$ cat src/rtl/omfit_pkg.sv
package omfit_pkg;

  localparam int DATA_W = 24;
  localparam int FRAC_W = 20;
  localparam int COEF_W = 32;
  localparam int SQ_W   = 2 * DATA_W;
  localparam int LIN_W  = COEF_W + DATA_W;
  localparam int ACC_W  = COEF_W + SQ_W + 2;

  // zone and segment thresholds in Q4.20 (inclusive upper bounds)
  localparam logic signed [DATA_W-1:0] MI_LIN_TOP = 24'sd908067;   // 0.866
  localparam logic signed [DATA_W-1:0] MI_OM1_K1  = 24'sd940573;   // 0.897
  localparam logic signed [DATA_W-1:0] MI_OM1_K2  = 24'sd948961;   // 0.905
  localparam logic signed [DATA_W-1:0] MI_OM1_TOP = 24'sd953156;   // 0.909
  localparam logic signed [DATA_W-1:0] MI_OM2_K1  = 24'sd981467;   // 0.936
  localparam logic signed [DATA_W-1:0] MI_OM2_K2  = 24'sd999293;   // 0.953
  localparam logic signed [DATA_W-1:0] MI_CEIL    = 24'sd1001390;  // 0.955
  localparam logic signed [DATA_W-1:0] ANG_THIRD  = 24'sd1098066;  // pi/3
  localparam logic signed [DATA_W-1:0] ANG_SIXTH  = 24'sd549033;   // pi/6

  typedef enum logic [1:0] {
    ZONE_LIN = 2'd0,
    ZONE_OM1 = 2'd1,
    ZONE_OM2 = 2'd2
  } zone_e;

  typedef enum logic [2:0] {
    SEG_LIN   = 3'd0,
    SEG_OM1_A = 3'd1,
    SEG_OM1_B = 3'd2,
    SEG_OM1_C = 3'd3,
    SEG_OM2_A = 3'd4,
    SEG_OM2_B = 3'd5,
    SEG_OM2_C = 3'd6
  } segSel_t;

  typedef struct packed {
    logic signed [COEF_W-1:0] a;  // square term
    logic signed [COEF_W-1:0] b;  // linear term
    logic signed [COEF_W-1:0] c;  // constant
  } coefSet_t;

  typedef struct packed {
    logic    loadS1;
    logic    loadS2;
    logic    loadS3;
    segSel_t seg;        // aligned with stage-1 registers
    logic    holdCheck;  // aligned with stage-2 registers
  } ctrlStrobes_t;

  // coefficients in Q.20 held in COEF_W-bit signed words
  function automatic coefSet_t coefFor(segSel_t s);
    coefSet_t r;
    r = '0;
    case (s)
      SEG_LIN:   r.b = 32'sd1048576;
      SEG_OM1_A: begin r.a = 32'sd31305236;   r.b = -32'sd53372518;   r.c = 32'sd24117248;  end
      SEG_OM1_B: begin r.a = 32'sd132644864;  r.b = -32'sd235125342;  r.c = 32'sd105172173; end
      SEG_OM1_C: begin r.a = 32'sd1078984704; r.b = -32'sd1949302784; r.c = 32'sd881852416; end
      SEG_OM2_A: begin r.b = 32'sd7027556;    r.c = -32'sd6385828;  end
      SEG_OM2_B: begin r.b = 32'sd12902728;   r.c = -32'sd11890852; end
      SEG_OM2_C: begin r.b = 32'sd53760492;   r.c = -32'sd50782536; end
      default:   r = '0;
    endcase
    return r;
  endfunction

endpackage

$ cat src/rtl/omfit_ctrl.sv
module omfit_ctrl
  import omfit_pkg::*;
(
  input  logic                     clk,
  input  logic                     rstN,
  input  logic                     inValid,
  input  logic signed [DATA_W-1:0] miIn,
  output ctrlStrobes_t             strb,
  output logic                     outValid,
  output logic [1:0]               zoneOut,
  output logic                     satOut
);

  logic    isNeg;
  logic    isOver;
  zone_e   zoneNow;
  segSel_t segNow;

  // classification on the raw index; negative counts as zero
  always_comb begin
    isNeg  = miIn[DATA_W-1];
    isOver = !isNeg && (miIn > MI_CEIL);
    if (isNeg || (miIn <= MI_LIN_TOP)) begin
      zoneNow = ZONE_LIN;
      segNow  = SEG_LIN;
    end else if (miIn <= MI_OM1_TOP) begin
      zoneNow = ZONE_OM1;
      if (miIn <= MI_OM1_K1)      segNow = SEG_OM1_A;
      else if (miIn <= MI_OM1_K2) segNow = SEG_OM1_B;
      else                        segNow = SEG_OM1_C;
    end else begin
      zoneNow = ZONE_OM2;
      if (isOver || (miIn > MI_OM2_K2)) segNow = SEG_OM2_C;
      else if (miIn <= MI_OM2_K1)       segNow = SEG_OM2_A;
      else                              segNow = SEG_OM2_B;
    end
  end

  logic    validS1, validS2;
  zone_e   zoneS1, zoneS2;
  logic    satS1, satS2;
  segSel_t segS1;

  always_ff @(posedge clk or negedge rstN) begin
    if (!rstN) begin
      validS1  <= 1'b0;
      validS2  <= 1'b0;
      outValid <= 1'b0;
      zoneS1   <= ZONE_LIN;
      zoneS2   <= ZONE_LIN;
      zoneOut  <= 2'd0;
      satS1    <= 1'b0;
      satS2    <= 1'b0;
      satOut   <= 1'b0;
      segS1    <= SEG_LIN;
    end else begin
      validS1  <= inValid;
      validS2  <= validS1;
      outValid <= validS2;
      if (inValid) begin
        zoneS1 <= zoneNow;
        satS1  <= isOver;
        segS1  <= segNow;
      end
      if (validS1) begin
        zoneS2 <= zoneS1;
        satS2  <= satS1;
      end
      if (validS2) begin
        zoneOut <= zoneS2;
        satOut  <= satS2;
      end
    end
  end

  always_comb begin
    strb.loadS1    = inValid;
    strb.loadS2    = validS1;
    strb.loadS3    = validS2;
    strb.seg       = segS1;
    strb.holdCheck = (zoneS2 == ZONE_OM2);
  end

endmodule

$ cat src/rtl/omfit_datapath.sv
module omfit_datapath
  import omfit_pkg::*;
(
  input  logic                     clk,
  input  logic                     rstN,
  input  ctrlStrobes_t             strb,
  input  logic signed [DATA_W-1:0] miIn,
  input  logic signed [DATA_W-1:0] thetaIn,
  output logic signed [DATA_W-1:0] fitValue,
  output logic                     holdActive,
  output logic                     holdEdge
);

  localparam int RES_SHIFT = 2 * FRAC_W;
  localparam logic signed [ACC_W-1:0] ROUND_HALF =
    {{(ACC_W-1){1'b0}}, 1'b1} << (RES_SHIFT - 1);

  // stage 1: clamp and capture
  logic signed [DATA_W-1:0] miClamp;
  logic signed [DATA_W-1:0] miS1, thS1;

  always_comb begin
    if (miIn[DATA_W-1])      miClamp = '0;
    else if (miIn > MI_CEIL) miClamp = MI_CEIL;
    else                     miClamp = miIn;
  end

  // stage 2: square and linear products
  coefSet_t                 coefS1;
  logic signed [SQ_W-1:0]   sqS2;
  logic signed [LIN_W-1:0]  linS2;
  logic signed [COEF_W-1:0] quadCoefS2, constS2;
  logic signed [DATA_W-1:0] thS2;

  always_comb coefS1 = coefFor(strb.seg);

  // stage 3: accumulate, round, compare
  logic signed [ACC_W-1:0]  accS3;
  logic signed [DATA_W-1:0] fitNext, farLimit;
  logic                     holdNext, edgeNext;

  always_comb begin
    accS3 = ACC_W'(quadCoefS2) * ACC_W'(sqS2)
          + (ACC_W'(linS2) <<< FRAC_W)
          + (ACC_W'(constS2) <<< RES_SHIFT);
    fitNext  = DATA_W'((accS3 + ROUND_HALF) >>> RES_SHIFT);
    farLimit = ANG_THIRD - fitNext;
    holdNext = strb.holdCheck && ((thS2 <= fitNext) || (thS2 >= farLimit));
    edgeNext = holdNext && (thS2 > ANG_SIXTH);
  end

  always_ff @(posedge clk or negedge rstN) begin
    if (!rstN) begin
      miS1       <= '0;
      thS1       <= '0;
      sqS2       <= '0;
      linS2      <= '0;
      quadCoefS2 <= '0;
      constS2    <= '0;
      thS2       <= '0;
      fitValue   <= '0;
      holdActive <= 1'b0;
      holdEdge   <= 1'b0;
    end else begin
      if (strb.loadS1) begin
        miS1 <= miClamp;
        thS1 <= thetaIn;
      end
      if (strb.loadS2) begin
        sqS2       <= SQ_W'(miS1) * SQ_W'(miS1);
        linS2      <= LIN_W'(coefS1.b) * LIN_W'(miS1);
        quadCoefS2 <= coefS1.a;
        constS2    <= coefS1.c;
        thS2       <= thS1;
      end
      if (strb.loadS3) begin
        fitValue   <= fitNext;
        holdActive <= holdNext;
        holdEdge   <= edgeNext;
      end
    end
  end

endmodule

$ cat src/rtl/om_zone_fitter.sv
module om_zone_fitter
  import omfit_pkg::*;
(
  input  logic                     clk,
  input  logic                     rstN,
  input  logic                     inValid,
  input  logic signed [DATA_W-1:0] miIn,
  input  logic signed [DATA_W-1:0] thetaIn,
  output logic                     outValid,
  output logic [1:0]               zone,
  output logic                     saturated,
  output logic signed [DATA_W-1:0] fitValue,
  output logic                     holdActive,
  output logic                     holdEdge
);

  ctrlStrobes_t strb;

  omfit_ctrl ctrl_i (
    .clk      (clk),
    .rstN     (rstN),
    .inValid  (inValid),
    .miIn     (miIn),
    .strb     (strb),
    .outValid (outValid),
    .zoneOut  (zone),
    .satOut   (saturated)
  );

  omfit_datapath dp_i (
    .clk        (clk),
    .rstN       (rstN),
    .strb       (strb),
    .miIn       (miIn),
    .thetaIn    (thetaIn),
    .fitValue   (fitValue),
    .holdActive (holdActive),
    .holdEdge   (holdEdge)
  );

endmodule

$ cat config.mk
export PLATFORM = sky130hd
export DESIGN_NAME = om_zone_fitter
export DESIGN_NICKNAME = d
export VERILOG_FILES = /design/src/rtl/omfit_pkg.sv /design/src/rtl/omfit_ctrl.sv /design/src/rtl/omfit_datapath.sv /design/src/rtl/om_zone_fitter.sv
export SDC_FILE = /design/constraint.sdc
export NUM_CORES = 2
export LEC_CHECK = 0
export BUFFER_PORTS_ARGS = -buffer_cell sky130_fd_sc_hd__buf_2
export CELL_PAD_IN_SITES_DETAIL_PLACEMENT = 1
export CELL_PAD_IN_SITES_GLOBAL_PLACEMENT = 2
export CORE_AREA = 4 4 399 401
export DETAILED_ROUTE_END_ITERATION = 8
export DIE_AREA = 0 0 403 405
export MAX_ROUTING_LAYER = met4
export PLACE_DENSITY_LB_ADDON = 0.2
export SLEW_MARGIN = 10
export SYNTH_ARGS = -nofsm -noshare
export SYNTH_HDL_FRONTEND = slang
export SYNTH_SLANG_ARGS = --single-unit
$ cat constraint.sdc
create_clock -name clk -period 16.4 [get_ports clk]
set_clock_uncertainty 0.1 [all_clocks]
set_input_delay 4.1 -clock clk [delete_from_list [all_inputs] [get_ports clk]]
set_output_delay 4.1 -clock clk [all_outputs]
set_load 0.02 [all_outputs]
==> impl_metrics.csv <==
group,metric,value,unit
sta,fin_ws,3.94,ns
critical_path,reg2reg_from,"dp_i.constS2[14]$_DFFE_PN0P_",
worst_hold_path,whs_path_depth,1,
detailed_routing,drt_wl_total,248000,um
synthesis,synthArstFlopShare,100,%
detailed_routing,vias,52000,
critical_path,cp.arrival,12.85,ns
clocking,hold_buffers,0,
sta,rsz0062_at_grt,"no",
synthesis,yosysTopAreaCellShare,45.7,%
clocking,cts.reportedPaths.clkPinSlew,0.06,ns
clocking,cts_tree,"done",
sta,fin_crit,12.46,ns
global_route,grt_start_max_net_pins,79,
sta,worst_slew_pin_slew,1.23,ns
synthesis,yosys_warnings,0,
detailed_routing,antenna_left,0,
critical_path,max_stage_delay,0.92,ns
placement,portBuffers,80,
clocking,cts_buffers,29,
clocking,insertion_delay,0.63,ns
floorplan,start_util,46.8,%
detailed_routing,first_iter_violations,3093,
final_layout,nNetsFinal,10200,
floorplan,rows,145,
synthesis,synth-seq-cells,216,
floorplan,core,156000,sq um
sta,fin_crit_sh,76.0,%
final_layout,final_cell_mix,"inv_1 (2384), fa_1 (1664), ha_1 (806), nand2_1 (573), and2_1 (425)",
run_status,status,"finished, final reports clean",
worst_hold_path,worstHoldStart,"ctrl_i.satS1$_DFFE_PN0P_",
final_layout,areaGrowthSynthToFinish,5.38,%
critical_path,rr_worst_depth,37,
critical_path,cp-start-kind,"flop",
detailed_routing,drtPass1Iterations,5,
sta,setup_violations,0,
clocking,cts_max_level,1,
synthesis,synth.avg_cell_area,9.47,sq um
global_route,grt_pass1_wl,378000,um
final_layout,multi_input_area,57700,sq um
placement,pre_cts_ws,3.89,ns
floorplan,floorplan.io_pins,81,
synthesis,yosysSeqAreaShare,7.41,%
final_layout,n_fill_cell,17800,
critical_path,cp_slowest_cell,"o31ai_1",
synthesis,synth-edff-count,0,
synthesis,syn_area,72900,sq um
placement,dp_hpwl,213000,um
critical_path,crit_fanout,33,
synthesis,synth.area.top_cells,"fa_1 (46%), ha_1 (14%), inv_1 (12%)",
synthesis,synthesis.nets,10200,
clocking,postCtsSetupRepairBufs,0,
detailed_routing,wl_per_cell,25.4,um
clocking,cts.sinks,216,
floorplan,die_y,405,um
synthesis,ys_types,85,
floorplan,dieArea,163000,sq um
critical_path,critical_path_class,"flop to flop",
critical_path,r2r_slack,3.94,ns
job,drv_cap,0,
floorplan,die_w,403,um
critical_path,crit_top_cell,"fa_1",
final_layout,drive_gt1_share,5.40,%
synthesis,synth_cells,7700,
worst_hold_path,min_to,"ctrl_i.satS1$_DFFE_PN0P_",
global_route,grt-ovfl-total,0,
clocking,cts_buffer_depth,3,
clocking,cts_root_buf,"clkbuf_16",
synthesis,yosysTopAreaCell,"fa_1",
detailed_routing,route.detailed.drc,0,
synthesis,synth_ff_type,"dfrtp_1",
sta,final-max-slew-violation-count,0,
final_layout,regArea,5420,sq um
final_layout,final_common_cell,"inv_1",
placement,finalWeightedCongestion,0.987,
sta,fmax,0.0803,GHz
global_route,grt_pass1_vias,59400,
critical_path,end_kind,"flop",
sta,slew_headroom,17.4,%
sta,finalHoldViolCount,0,
clocking,cts_resized,0,
critical_path,r2r_end,"dp_i.holdEdge$_DFFE_PN0P_",
sta,fin_setup_tns,0,ns
detailed_routing,routed_via_density,5.33,
critical_path,cp.required,16.79,ns
global_route,antenna_found_initial,4,
worst_hold_path,hold_path.class,"flop to flop",
global_route,grt_usage,32.2,%
per-layer routing:
layer | share of wire [%] | track usage (%) | up-vias
met5 | 0 | - | -
met4 | 4.3 | 10.7 | 0
met3 | 4.4 | 2.90 | 351
met2 | 50 | 54.9 | 1318
met1 | 42 | 40.7 | 27700
li1 | - | - | 22700
area by class of cell:
| type | count | area share [%] |
|---|---|---|
| antenna | 7 | 0.0228 |
| clock buffer | 38 | 1.05 |
| clock inverter | 15 | 0.220 |
| inverter | 2393 | 11.7 |
| multi-input combinational | 4855 | 75.1 |
| sequential | 216 | 7.05 |
| tap | 2058 | 3.35 |
| timing repair buffer | 185 | 1.56 |
worst max-delay path by stage:
stage                                          startpoint  slack, ns                     endpoint  cells past startpoint
after floorplan           dp_i.quadCoefS2[20]$_DFFE_PN0P_       6.21  dp_i.holdActive$_DFFE_PN0P_                     38
after global placement       dp_i.constS2[14]$_DFFE_PN0P_       4.13    dp_i.holdEdge$_DFFE_PN0P_                     37
after detailed placement     dp_i.constS2[14]$_DFFE_PN0P_       3.89  dp_i.holdActive$_DFFE_PN0P_                     37
after CTS                    dp_i.constS2[14]$_DFFE_PN0P_       3.88  dp_i.holdActive$_DFFE_PN0P_                     37
after global routing         dp_i.constS2[14]$_DFFE_PN0P_       3.32    dp_i.holdEdge$_DFFE_PN0P_                     37
final                        dp_i.constS2[14]$_DFFE_PN0P_       3.94    dp_i.holdEdge$_DFFE_PN0P_                     37
cell families (layout without fill, tap and decap cells):
logic type      Yosys count  after routing  synth area share [%]
flops                   216            216                  7.41
compound gates          564            564                  5.03
buf+inv                2629           2631                  13.5
fa+ha+maj              2471           2471                  59.5
simple gates           1498           1498                  10.2
mux                     134            134                  2.05
other cells               0              7                     0
xor+xnor                188            188                  2.29
sequential cells by signal, summed over array words and instances (netlist names), 2 cells and up:
register / cells
dp_i.quadCoefS2: 5
dp_i.thS2: 24
dp_i.miS1: 23
dp_i.thS1: 24
dp_i.fitValue: 24
ctrl_i.segS1: 3
ctrl_i.zoneS2: 2
ctrl_i.zoneOut: 2
dp_i.constS2: 12
dp_i.linS2: 43
dp_i.sqS2: 45
critical path: cells and delay by family (launching register included):
kind / cells / cell delay [ns]
AND/OR/NAND/NOR: 10 / 2.82
multiplexers: 1 / 0.29
buffers and inverters: 6 / 1.01
AO/OA/AOI/OAI: 9 / 2.81
XOR/XNOR: 1 / 0.18
adder cells (fa/ha/maj): 10 / 4.47
flip-flops: 1 / 0.58
synthesized netlist by cell type (5+ instances only):
cell type	n
a31oi_1	17
xor2_1	44
o22ai_1	6
nand3_1	41
fa_1	1664
nor2_1	176
clkbuf_1	222
a221oi_1	5
a2111oi_0	7
a21o_1	67
nor3_1	84
dfrtp_1	216
o2111ai_1	5
nand3b_1	10
buf_1	14
o31ai_1	9
o21bai_1	21
inv_1	2384
o21ai_1	12
and2_1	425
a21oi_1	171
and3_1	49
mux2_2	124
ha_1	806
a31o_2	6
nand2b_1	20
or3_1	8
a211oi_1	25
mux2i_1	10
nor2b_1	29
nor4_1	17
o211ai_1	14
a221o_1	7
nand2_1	573
or2_2	19
o21ai_0	118
xnor2_1	142
nand4_1	23
o21a_1	13
clkinv_1	8
a211o_1	5
stage by stage:
stage | hold slack, ns | area (sq um) | std cells | utilization, %
after floorplan | 0.252 | 72900 | 7700 | -
after global placement | 0.350 | 75800 | 9707 | 48.7
after detailed placement | 0.363 | 75800 | 9707 | 48.7
after CTS | 0.396 | 76800 | 9760 | 49.4
after global routing | 0.413 | 76800 | 9763 | 49.4
final | 0.388 | 76800 | 9767 | 49.4
Power is left out: the tool's default activity adds up to more than one toggle a clock period on the data nets, which glitch-free logic cannot reach.
